## src/rtl/msr_pkg.sv

```systemverilog
package msr_pkg;

  localparam logic [3:0] CTL_ADDR = 4'h4;
  localparam logic [3:0] CNT_ADDR = 4'hC;

  localparam int DUR_W    = 16;
  localparam int SRC_W    = 7;
  localparam int EN_BIT   = 16;
  localparam int RUN_BIT  = 19;
  localparam int SRC_LSB  = 20;
  localparam int BUSY_BIT = 31;

  localparam logic [31:0] CNT_SAT = 32'h0000_FFFF;

  typedef enum logic [3:0] {
    S_IDLE, S_CLR, S_DUR, S_SRC, S_GO, S_POLL, S_CHK,
    S_DIS, S_RDCNT, S_CHKCNT, S_DIV
  } seq_state_e;

  function automatic logic [31:0] ctl_word(input logic [DUR_W-1:0] dur,
                                           input logic [SRC_W-1:0] srcn,
                                           input logic en,
                                           input logic run);
    logic [31:0] w;
    w = 32'd0;
    w[DUR_W-1:0] = dur;
    w[SRC_LSB +: SRC_W] = srcn;
    w[EN_BIT] = en;
    w[RUN_BIT] = run;
    return w;
  endfunction

  function automatic logic is_saturated(input logic [31:0] cnt);
    return cnt >= CNT_SAT;
  endfunction

endpackage

```

## src/rtl/msr_div.sv

```systemverilog
module msr_div #(
  parameter int NUM_W = 36,
  parameter int DEN_W = 10
) (
  input  logic             clk,
  input  logic             rst_n,
  input  logic             start,
  input  logic [NUM_W-1:0] num,
  input  logic [DEN_W-1:0] den,
  output logic             done,
  output logic [NUM_W-1:0] quot
);
  localparam int CNT_W = $clog2(NUM_W + 1);

  logic [DEN_W-1:0] rem_q;
  logic [DEN_W-1:0] den_q;
  logic [NUM_W-1:0] q_q;
  logic [CNT_W-1:0] cnt_q;
  logic             run_q;
  logic [DEN_W:0]   trial;
  logic             fits;

  assign trial = {rem_q, q_q[NUM_W-1]};
  assign fits  = trial >= {1'b0, den_q};

  always_ff @(posedge clk or negedge rst_n) begin
    if (!rst_n) begin
      rem_q <= '0;
      den_q <= '0;
      q_q   <= '0;
      cnt_q <= '0;
      run_q <= 1'b0;
      done  <= 1'b0;
    end else begin
      done <= 1'b0;
      if (start) begin
        rem_q <= '0;
        den_q <= den;
        q_q   <= num;
        cnt_q <= CNT_W'(NUM_W);
        run_q <= 1'b1;
      end else if (run_q) begin
        if (fits) rem_q <= DEN_W'(trial - {1'b0, den_q});
        else      rem_q <= trial[DEN_W-1:0];
        q_q   <= {q_q[NUM_W-2:0], fits};
        cnt_q <= cnt_q - 1'b1;
        if (cnt_q == CNT_W'(1)) begin
          run_q <= 1'b0;
          done  <= 1'b1;
        end
      end
    end
  end

  assign quot = q_q;
endmodule

```

## src/rtl/msr_gate_step.sv

```systemverilog
module msr_gate_step #(
  parameter int GATE_MAX_US  = 640,
  parameter int GATE_STEP_US = 32,
  parameter int GATE_MIN_US  = 32,
  parameter int GATE_W       = 10
) (
  input  logic              clk,
  input  logic              rst_n,
  input  logic              load,
  input  logic              step,
  output logic [GATE_W-1:0] gate,
  output logic              at_floor
);
  localparam logic [GATE_W-1:0] G_MAX  = GATE_W'(GATE_MAX_US);
  localparam logic [GATE_W-1:0] G_STEP = GATE_W'(GATE_STEP_US);
  localparam logic [GATE_W:0]   G_NEXT_MIN = (GATE_W+1)'(GATE_MIN_US + GATE_STEP_US);

  always_ff @(posedge clk or negedge rst_n) begin
    if (!rst_n)     gate <= G_MAX;
    else if (load)  gate <= G_MAX;
    else if (step)  gate <= gate - G_STEP;
  end

  assign at_floor = {1'b0, gate} < G_NEXT_MIN;
endmodule

```

## src/rtl/msr_watch.sv

```systemverilog
module msr_watch #(
  parameter int LIMIT = 1250000
) (
  input  logic clk,
  input  logic rst_n,
  input  logic clr,
  input  logic run,
  output logic expired
);
  localparam int CW = $clog2(LIMIT + 1);
  localparam logic [CW-1:0] LAST = CW'(LIMIT - 1);

  logic [CW-1:0] cnt_q;

  always_ff @(posedge clk or negedge rst_n) begin
    if (!rst_n)                         cnt_q <= '0;
    else if (clr)                       cnt_q <= '0;
    else if (run && (cnt_q != LAST))    cnt_q <= cnt_q + 1'b1;
  end

  assign expired = cnt_q == LAST;
endmodule

```

## src/rtl/msr_autorange.sv

```systemverilog
module msr_autorange
  import msr_pkg::*;
#(
  parameter int GATE_MAX_US  = 640,
  parameter int GATE_STEP_US = 32,
  parameter int GATE_MIN_US  = 32,
  parameter int TIMEOUT_CYC  = 1250000,
  parameter int RATE_W       = 32,
  parameter int PREC_W       = 16
) (
  input  logic              clk,
  input  logic              rst_n,
  input  logic              start,
  input  logic [6:0]        src,
  output logic              done,
  output logic              err,
  output logic [RATE_W-1:0] rate_hz,
  output logic [PREC_W-1:0] prec_hz,
  output logic              bus_wr,
  output logic              bus_rd,
  output logic [3:0]        bus_addr,
  output logic [31:0]       bus_wdata,
  input  logic [31:0]       bus_rdata
);
  localparam int GATE_W  = $clog2(GATE_MAX_US + 1);
  localparam int SCALE_W = 21;
  localparam int NUM_W   = DUR_W + SCALE_W;
  localparam longint ONE_MEG = 1000000;
  localparam longint TWO_MEG = 2000000;

  seq_state_e        state;
  logic [SRC_W-1:0]  src_q;
  logic              tmo_hit;
  logic [GATE_W-1:0] gate;
  logic              at_floor;
  logic              tmo_exp;
  logic [DUR_W-1:0]  dur_field;
  logic              div_go;
  logic              rate_done;
  logic              prec_done;
  logic [NUM_W-1:0]  rate_q;
  logic [NUM_W-1:0]  prec_q;
  logic [NUM_W-1:0]  rate_num;

  // named events used by the checker
  logic ev_start;
  logic ev_overflow;
  logic ev_timeout;
  logic ev_retry;

  function automatic logic [NUM_W-1:0] f_rate_num(input logic [31:0] cnt,
                                                  input logic [GATE_W-1:0] g);
    return NUM_W'(cnt[DUR_W-1:0]) * NUM_W'(ONE_MEG) + NUM_W'(g >> 1);
  endfunction

  assign dur_field   = DUR_W'(gate) - 1'b1;
  assign ev_start    = start && (state == S_IDLE);
  assign ev_overflow = (state == S_CHKCNT) && is_saturated(bus_rdata);
  assign ev_retry    = ev_overflow && !at_floor;
  assign ev_timeout  = (state == S_CHK) && bus_rdata[BUSY_BIT] && tmo_exp;
  assign div_go      = (state == S_CHKCNT) && !is_saturated(bus_rdata);
  assign rate_num    = f_rate_num(bus_rdata, gate);

  msr_gate_step #(
    .GATE_MAX_US(GATE_MAX_US), .GATE_STEP_US(GATE_STEP_US),
    .GATE_MIN_US(GATE_MIN_US), .GATE_W(GATE_W)
  ) u_gate (
    .clk(clk), .rst_n(rst_n), .load(ev_start), .step(ev_retry),
    .gate(gate), .at_floor(at_floor)
  );

  msr_watch #(.LIMIT(TIMEOUT_CYC)) u_watch (
    .clk(clk), .rst_n(rst_n), .clr(state == S_GO),
    .run((state == S_POLL) || (state == S_CHK)), .expired(tmo_exp)
  );

  msr_div #(.NUM_W(NUM_W), .DEN_W(GATE_W)) u_rate_div (
    .clk(clk), .rst_n(rst_n), .start(div_go), .num(rate_num),
    .den(gate), .done(rate_done), .quot(rate_q)
  );

  msr_div #(.NUM_W(NUM_W), .DEN_W(GATE_W)) u_prec_div (
    .clk(clk), .rst_n(rst_n), .start(div_go), .num(NUM_W'(TWO_MEG)),
    .den(gate), .done(prec_done), .quot(prec_q)
  );

  // bus drive decoded from state
  always_comb begin
    bus_wr    = 1'b0;
    bus_rd    = 1'b0;
    bus_addr  = CTL_ADDR;
    bus_wdata = 32'd0;
    unique case (state)
      S_CLR:   bus_wr = 1'b1;
      S_DUR:   begin bus_wr = 1'b1; bus_wdata = ctl_word(dur_field, '0, 1'b0, 1'b0); end
      S_SRC:   begin bus_wr = 1'b1; bus_wdata = ctl_word(dur_field, src_q, 1'b0, 1'b0); end
      S_GO:    begin bus_wr = 1'b1; bus_wdata = ctl_word(dur_field, src_q, 1'b1, 1'b1); end
      S_POLL:  bus_rd = 1'b1;
      S_DIS:   begin bus_wr = 1'b1; bus_wdata = ctl_word(dur_field, src_q, 1'b0, 1'b1); end
      S_RDCNT: begin bus_rd = 1'b1; bus_addr = CNT_ADDR; end
      default: ;
    endcase
  end

  always_ff @(posedge clk or negedge rst_n) begin
    if (!rst_n) begin
      state   <= S_IDLE;
      src_q   <= '0;
      tmo_hit <= 1'b0;
      done    <= 1'b0;
      err     <= 1'b0;
      rate_hz <= '0;
      prec_hz <= '0;
    end else begin
      done <= 1'b0;
      unique case (state)
        S_IDLE: if (start) begin
          src_q   <= src;
          tmo_hit <= 1'b0;
          err     <= 1'b0;
          rate_hz <= '0;
          prec_hz <= '0;
          state   <= S_CLR;
        end
        S_CLR:  state <= S_DUR;
        S_DUR:  state <= S_SRC;
        S_SRC:  state <= S_GO;
        S_GO:   state <= S_POLL;
        S_POLL: state <= S_CHK;
        S_CHK: begin
          if (!bus_rdata[BUSY_BIT]) state <= S_DIS;
          else if (tmo_exp) begin
            tmo_hit <= 1'b1;
            state   <= S_DIS;
          end else state <= S_POLL;
        end
        S_DIS: begin
          if (tmo_hit) begin
            err   <= 1'b1;
            done  <= 1'b1;
            state <= S_IDLE;
          end else state <= S_RDCNT;
        end
        S_RDCNT: state <= S_CHKCNT;
        S_CHKCNT: begin
          if (ev_overflow) begin
            if (at_floor) begin
              err   <= 1'b1;
              done  <= 1'b1;
              state <= S_IDLE;
            end else state <= S_CLR;
          end else state <= S_DIV;
        end
        S_DIV: if (rate_done && prec_done) begin
          rate_hz <= rate_q[RATE_W-1:0];
          prec_hz <= prec_q[PREC_W-1:0];
          done    <= 1'b1;
          state   <= S_IDLE;
        end
        default: state <= S_IDLE;
      endcase
    end
  end
endmodule

```

## config.mk

```make
export PLATFORM = sky130hd
export DESIGN_NAME = msr_autorange
export DESIGN_NICKNAME = d
export VERILOG_FILES = /design/src/rtl/msr_pkg.sv /design/src/rtl/msr_div.sv /design/src/rtl/msr_gate_step.sv /design/src/rtl/msr_watch.sv /design/src/rtl/msr_autorange.sv
export SDC_FILE = /design/constraint.sdc
export NUM_CORES = 1
export LEC_CHECK = 0
export BUFFER_PORTS_ARGS = -buffer_cell sky130_fd_sc_hd__buf_2
export CELL_PAD_IN_SITES_DETAIL_PLACEMENT = 2
export CELL_PAD_IN_SITES_GLOBAL_PLACEMENT = 2
export CORE_MARGIN = 2
export CORE_UTILIZATION = 39
export DETAILED_ROUTE_END_ITERATION = 8
export GPL_TIMING_DRIVEN = 0
export PLACE_DENSITY = 0.92
export SKIP_LAST_GASP = 1
export SYNTH_ARGS = -nofsm -noshare
export SYNTH_HDL_FRONTEND = slang
export SYNTH_HIERARCHICAL = 1
export SYNTH_SLANG_ARGS = --single-unit
```

## constraint.sdc

```tcl
create_clock -name clk -period 3.1 [get_ports clk]
set_input_delay 0.31 -clock clk [delete_from_list [all_inputs] [get_ports clk]]
set_output_delay 0.31 -clock clk [all_outputs]
set_load 0.03 [all_outputs]
```

==> metrics.txt <==
# TYPE chip_impl_metric gauge
chip_impl_metric{name="clock-skew-final",unit="ns"} 0.0169
chip_impl_metric{name="die_width",unit="um"} 206
chip_impl_metric{name="hold_viol_final",unit=""} 3
chip_impl_metric{name="yosysWarningCount",unit=""} 6
chip_impl_metric{name="final_antenna_net_count",unit=""} 0
chip_impl_metric{name="worst_slew_pin_slew",unit="ns"} 1.11
chip_impl_metric{name="fin_hold_ws",unit="ns"} -0.0300
chip_impl_metric{name="post-dp-hpwl",unit="um"} 42700
chip_impl_metric{name="ys_async_sr_fraction",unit="%"} 100
chip_impl_metric{name="max_cap_violations",unit=""} 0
chip_impl_metric{name="cts_inserted_buffers",unit=""} 24
chip_impl_metric{name="crit_arrival",unit="ns"} 6.65
chip_impl_metric{name="critPathMaxStageDelay",unit="ns"} 0.64
chip_impl_metric{name="die_area",unit="um2"} 42400
chip_impl_metric{name="antenna-diode-count",unit=""} 0
chip_impl_metric{name="number_of_antenna_violations_at_the_first_check_in_global_routing",unit=""} 1
chip_impl_metric{name="path_depth",unit=""} 23
chip_impl_metric{name="min_period",unit="ns"} 6.20
chip_impl_metric{name="core",unit="um2"} 40000
chip_impl_metric{name="numPlacedInstances",unit=""} 2361
chip_impl_metric{name="number_of_global_route_vias_before_repair",unit=""} 17495
chip_impl_metric{name="power_density",unit="nW/um2"} 1170
chip_impl_metric{name="num_vias",unit=""} 15938
chip_impl_metric{name="fraction_of_the_cycle_the_final_worst_path_needs",unit="%"} 200
chip_impl_metric{name="syn_area_per_cell",unit="um2"} 9.54
chip_impl_metric{name="syn-instance-count",unit=""} 1667
chip_impl_metric{name="io_buffer_count",unit=""} 119
chip_impl_metric{name="io_pins",unit=""} 130
chip_impl_metric{name="grt_max_degree",unit=""} 122
chip_impl_metric{name="fraction_of_final_layout_cells_with_drive_strength_greater_than_1",unit="%"} 23.4
chip_impl_info{name="yosys_most_used_dff",value="dfrtp_1"} 1
chip_impl_metric{name="dieHeight",unit="um"} 206
chip_impl_metric{name="grt_usage",unit="%"} 34.5
chip_impl_metric{name="drt_wl_total",unit="um"} 85900
chip_impl_metric{name="ys_ff_latch",unit=""} 218
chip_impl_metric{name="critical_path.max_fanout",unit=""} 5
chip_impl_metric{name="number_of_pins_exceeding_their_max_slew_limit_in_the_final_report",unit=""} 0
chip_impl_info{name="slowest_stage",value="fa_1"} 1
chip_impl_metric{name="wl_per_cell",unit="um"} 34.8
chip_impl_metric{name="synth-seq-area-share",unit="%"} 34.3
chip_impl_metric{name="syn_to_final_growth",unit="%"} 24.5
chip_impl_metric{name="timing.setup.tns",unit="ns"} -54.16
chip_impl_metric{name="max-clock-path-buffers",unit=""} 3
chip_impl_info{name="worst_path_dominant_cell_family",value="adder cells"} 1
chip_impl_info{name="critical_path.reg2reg.startpoint",value="u_gate/gate[7]"} 1
chip_impl_metric{name="critical_path_required",unit="ns"} 3.55
chip_impl_metric{name="clk_transition_reported_paths",unit="ns"} 0.07
chip_impl_info{name="worst_setup_path_endpoint",value="u_rate_div/quot[35]"} 1
chip_impl_metric{name="final_critical_path_setup_slack",unit="ns"} -3.10
chip_impl_metric{name="fmaxAchievable",unit="MHz"} 161
chip_impl_info{name="timing.rr.end",value="u_rate_div/quot[32]"} 1
chip_impl_metric{name="design.final.nets",unit=""} 2167
chip_impl_metric{name="grt_first_pass_wirelength",unit="um"} 111000
chip_impl_info{name="crit_start",value="bus_rdata[1]"} 1
chip_impl_metric{name="setup.reg_to_reg.worst_slack",unit="ns"} -1.07
chip_impl_info{name="worstSetupStartpointType",value="input port"} 1
chip_impl_metric{name="synth-edff-count",unit=""} 0
chip_impl_info{name="critical_path_cell_by_cell",value="buf_12 -> inv_6 -> fa_1 -> inv_1 -> fa_1 -> fa_1 -> fa_1 -> ha_1 -> inv_1 -> fa_1 -> inv_2 -> ha_4 -> nand2_4 -> or2_1 -> o311a_1 -> a211o_1 -> a211oi_4 -> nand2_2 -> nor4_4 -> nand4_1 -> xor2_1 -> nand2_1 -> o21ai_2"} 1
chip_impl_info{name="layout.cells.most_common",value="dfrtp_1"} 1
chip_impl_info{name="clock_tree_root",value="clkbuf_16"} 1
chip_impl_metric{name="initial_core_util",unit="%"} 39.8
chip_impl_metric{name="clk_latency",unit="ns"} 0.55
chip_impl_metric{name="routed_via_density",unit=""} 6.46
chip_impl_metric{name="max-slew-margin-rel",unit="%"} 25.0
chip_impl_metric{name="detailedRoute.firstIterationViolations",unit=""} 1245
chip_impl_info{name="violations",value="hold timing, setup timing"} 1
chip_impl_metric{name="htreeDepth",unit=""} 1
chip_impl_info{name="grt_setup_unrepaired",value="true"} 1
chip_impl_metric{name="worstPathBufferInverterCount",unit=""} 5
chip_impl_info{name="crit_type",value="input port to flip-flop"} 1
chip_impl_metric{name="vdd_ir_drop_max",unit="V"} 0.000745
chip_impl_metric{name="detailedRoute.firstPassIterationCount",unit=""} 5
chip_impl_metric{name="fp-row-count",unit=""} 73
chip_impl_metric{name="setup_viol_count_final",unit=""} 54
chip_impl_info{name="cp-end-kind",value="flip-flop"} 1
chip_impl_metric{name="overflow",unit=""} 0
chip_impl_metric{name="power.total",unit="W"} 0.0231
chip_impl_info{name="run_status",value="finished, violations left"} 1
chip_impl_metric{name="filler_free_cell_count_of_the_finished_design",unit=""} 2469
chip_impl_metric{name="place.gp.congestion",unit=""} 0.861
chip_impl_info{name="cts_tree",value="built"} 1
chip_impl_info{name="worst_path_most_repeated_cell",value="fa_1"} 1
chip_impl_metric{name="synthDistinctLibCells",unit=""} 91
chip_impl_metric{name="detail_route.drc_violations",unit=""} 0
chip_impl_metric{name="leakage",unit="nW"} 8.74
chip_impl_info{name="min-delay-path-class",value="input port to flip-flop"} 1
chip_impl_info{name="mostFrequentLayoutCells",value="215 x dfrtp_1, 190 x nand2_1, 122 x inv_1, 120 x ha_1, 116 x buf_2"} 1
chip_impl_metric{name="worstRegToRegCells",unit=""} 12
chip_impl_metric{name="synth.cell_area",unit="um2"} 15900
chip_impl_metric{name="cts.sink_count",unit=""} 218
[synth_stat cells, types with 5 or more instances]
cell type / count / area, um2
nand3_1: 23 / 115
clkbuf_1: 55 / 206
dfrtp_1: 216 / 5410
or3_1: 7 / 43.8
a21o_1: 15 / 113
a31oi_1: 11 / 68.8
a211oi_1: 20 / 150
and2_1: 13 / 81.3
a211o_1: 5 / 43.8
nand4_1: 24 / 150
a21oi_1: 50 / 250
ha_1: 141 / 1760
nor2_1: 90 / 338
and4_1: 7 / 61.3
fa_1: 58 / 1160
nor3_1: 18 / 90.1
xnor2_1: 50 / 438
nand2b_1: 14 / 87.6
and3_1: 10 / 62.6
nor4_1: 15 / 93.8
buf_4: 21 / 158
o21ai_1: 7 / 35.0
buf_6: 5 / 56.3
buf_2: 11 / 55.1
nand2_1: 197 / 739
xor2_1: 33 / 289
nor2b_1: 21 / 131
o21ai_0: 123 / 616
mux2_2: 7 / 78.8
o21bai_1: 6 / 45.0
nor3b_1: 5 / 37.5
inv_1: 141 / 529
a22o_1: 49 / 429
mux2i_1: 84 / 841
or2_2: 7 / 43.8
[metrics by stage]
| step | hold WS, ns | utilization (%) | worst slack [ns] | area (um2) |
|---|---|---|---|---|
| after floorplan | 0.0144 | - | -2.27 | 16300 |
| after CTS | 0.00865 | 47.7 | -2.29 | 19100 |
| after global routing | -0.00364 | 49.5 | -3.08 | 19800 |
| final | -0.0300 | 49.5 | -3.10 | 19800 |
| after detailed placement | 0.407 | 44.0 | -3.20 | 17600 |
| after global placement | 0.451 | 43.9 | -3.04 | 17500 |
[metal layers]
| layer | GRT usage (%) | share of wire [%] |
|---|---|---|
| met5 | 0 | 0.015 |
| met4 | 20.0 | 10 |
| met3 | 4.43 | 6.5 |
| met2 | 64.9 | 49 |
| met1 | 36.9 | 34 |
[worst reg2reg max path: cells and delay by family (launching register included)]
family / cells / cell delay (ns)
DFF: 1 / 0.78
xor gates and xnor gates: 1 / 0.30
adders and majority gates: 2 / 0.73
buffers and inverters: 2 / 0.23
AOI/OAI and AO/OA: 2 / 0.54
and+or+nand+nor: 5 / 1.52
[worst min-delay path by stage]
| stage | end | slack (ns) | start | cells past startpoint |
|---|---|---|---|---|
| after global routing | src_q[0] | -0.004 | src[0] | 3 |
| after global placement | src_q[3] | 0.45 | src_q[3] | 2 |
| after CTS | src_q[0] | 0.009 | src[0] | 3 |
| final | src_q[0] | -0.03 | src[0] | 3 |
| after floorplan | done | 0.01 | rst_n | 0 |
| after detailed placement | u_prec_div/quot[20] | 0.41 | rst_n | 1 |
[timing repair]
action	in CTS	in global routing
endpoints found under the setup margin	143	49
buffers inserted	33	31
hold buffers	3	0
pin swaps	57	66
gates resized for setup	97	115
endpoints found under the hold margin	99	0
[sequential cells by signal, summed over array words and instances (netlist names), 16 cells and up]
register         cells
u_prec_div/quot     37
u_rate_div/quot     37
rate_hz             32
u_watch/cnt_q       21
prec_hz             16
[kinds of logic after synthesis]
group / Yosys count / share of synthesized area (%)
AO/OA/AOI/OAI: 340 / 14.5
XOR/XNOR: 84 / 4.67
adder cells (fa/ha/maj): 199 / 18.4
buffers and inverters: 241 / 6.52
flip-flops: 218 / 34.3
multiplexers: 95 / 6.07
other: 3 / 0.0708
AND/OR/NAND/NOR: 487 / 15.4
[power breakdown]
group	switching, W	internal (W)
Sequential	0.000246	0.00297
Clock	0.00138	0.00181
Combinational	0.0102	0.00652
[layout make-up]
class / count / area [um2]
multi-input cells: 1257 / 10500
well taps: 525 / 657
fillers: 4092 / 20200
repair buffers: 187 / 1260
clock buffers: 35 / 733
inverters: 143 / 566
clock inverters: 9 / 103
flip-flops and latches: 218 / 5460
plain buffers: 95 / 542
Power figures use the tool's default switching activity.
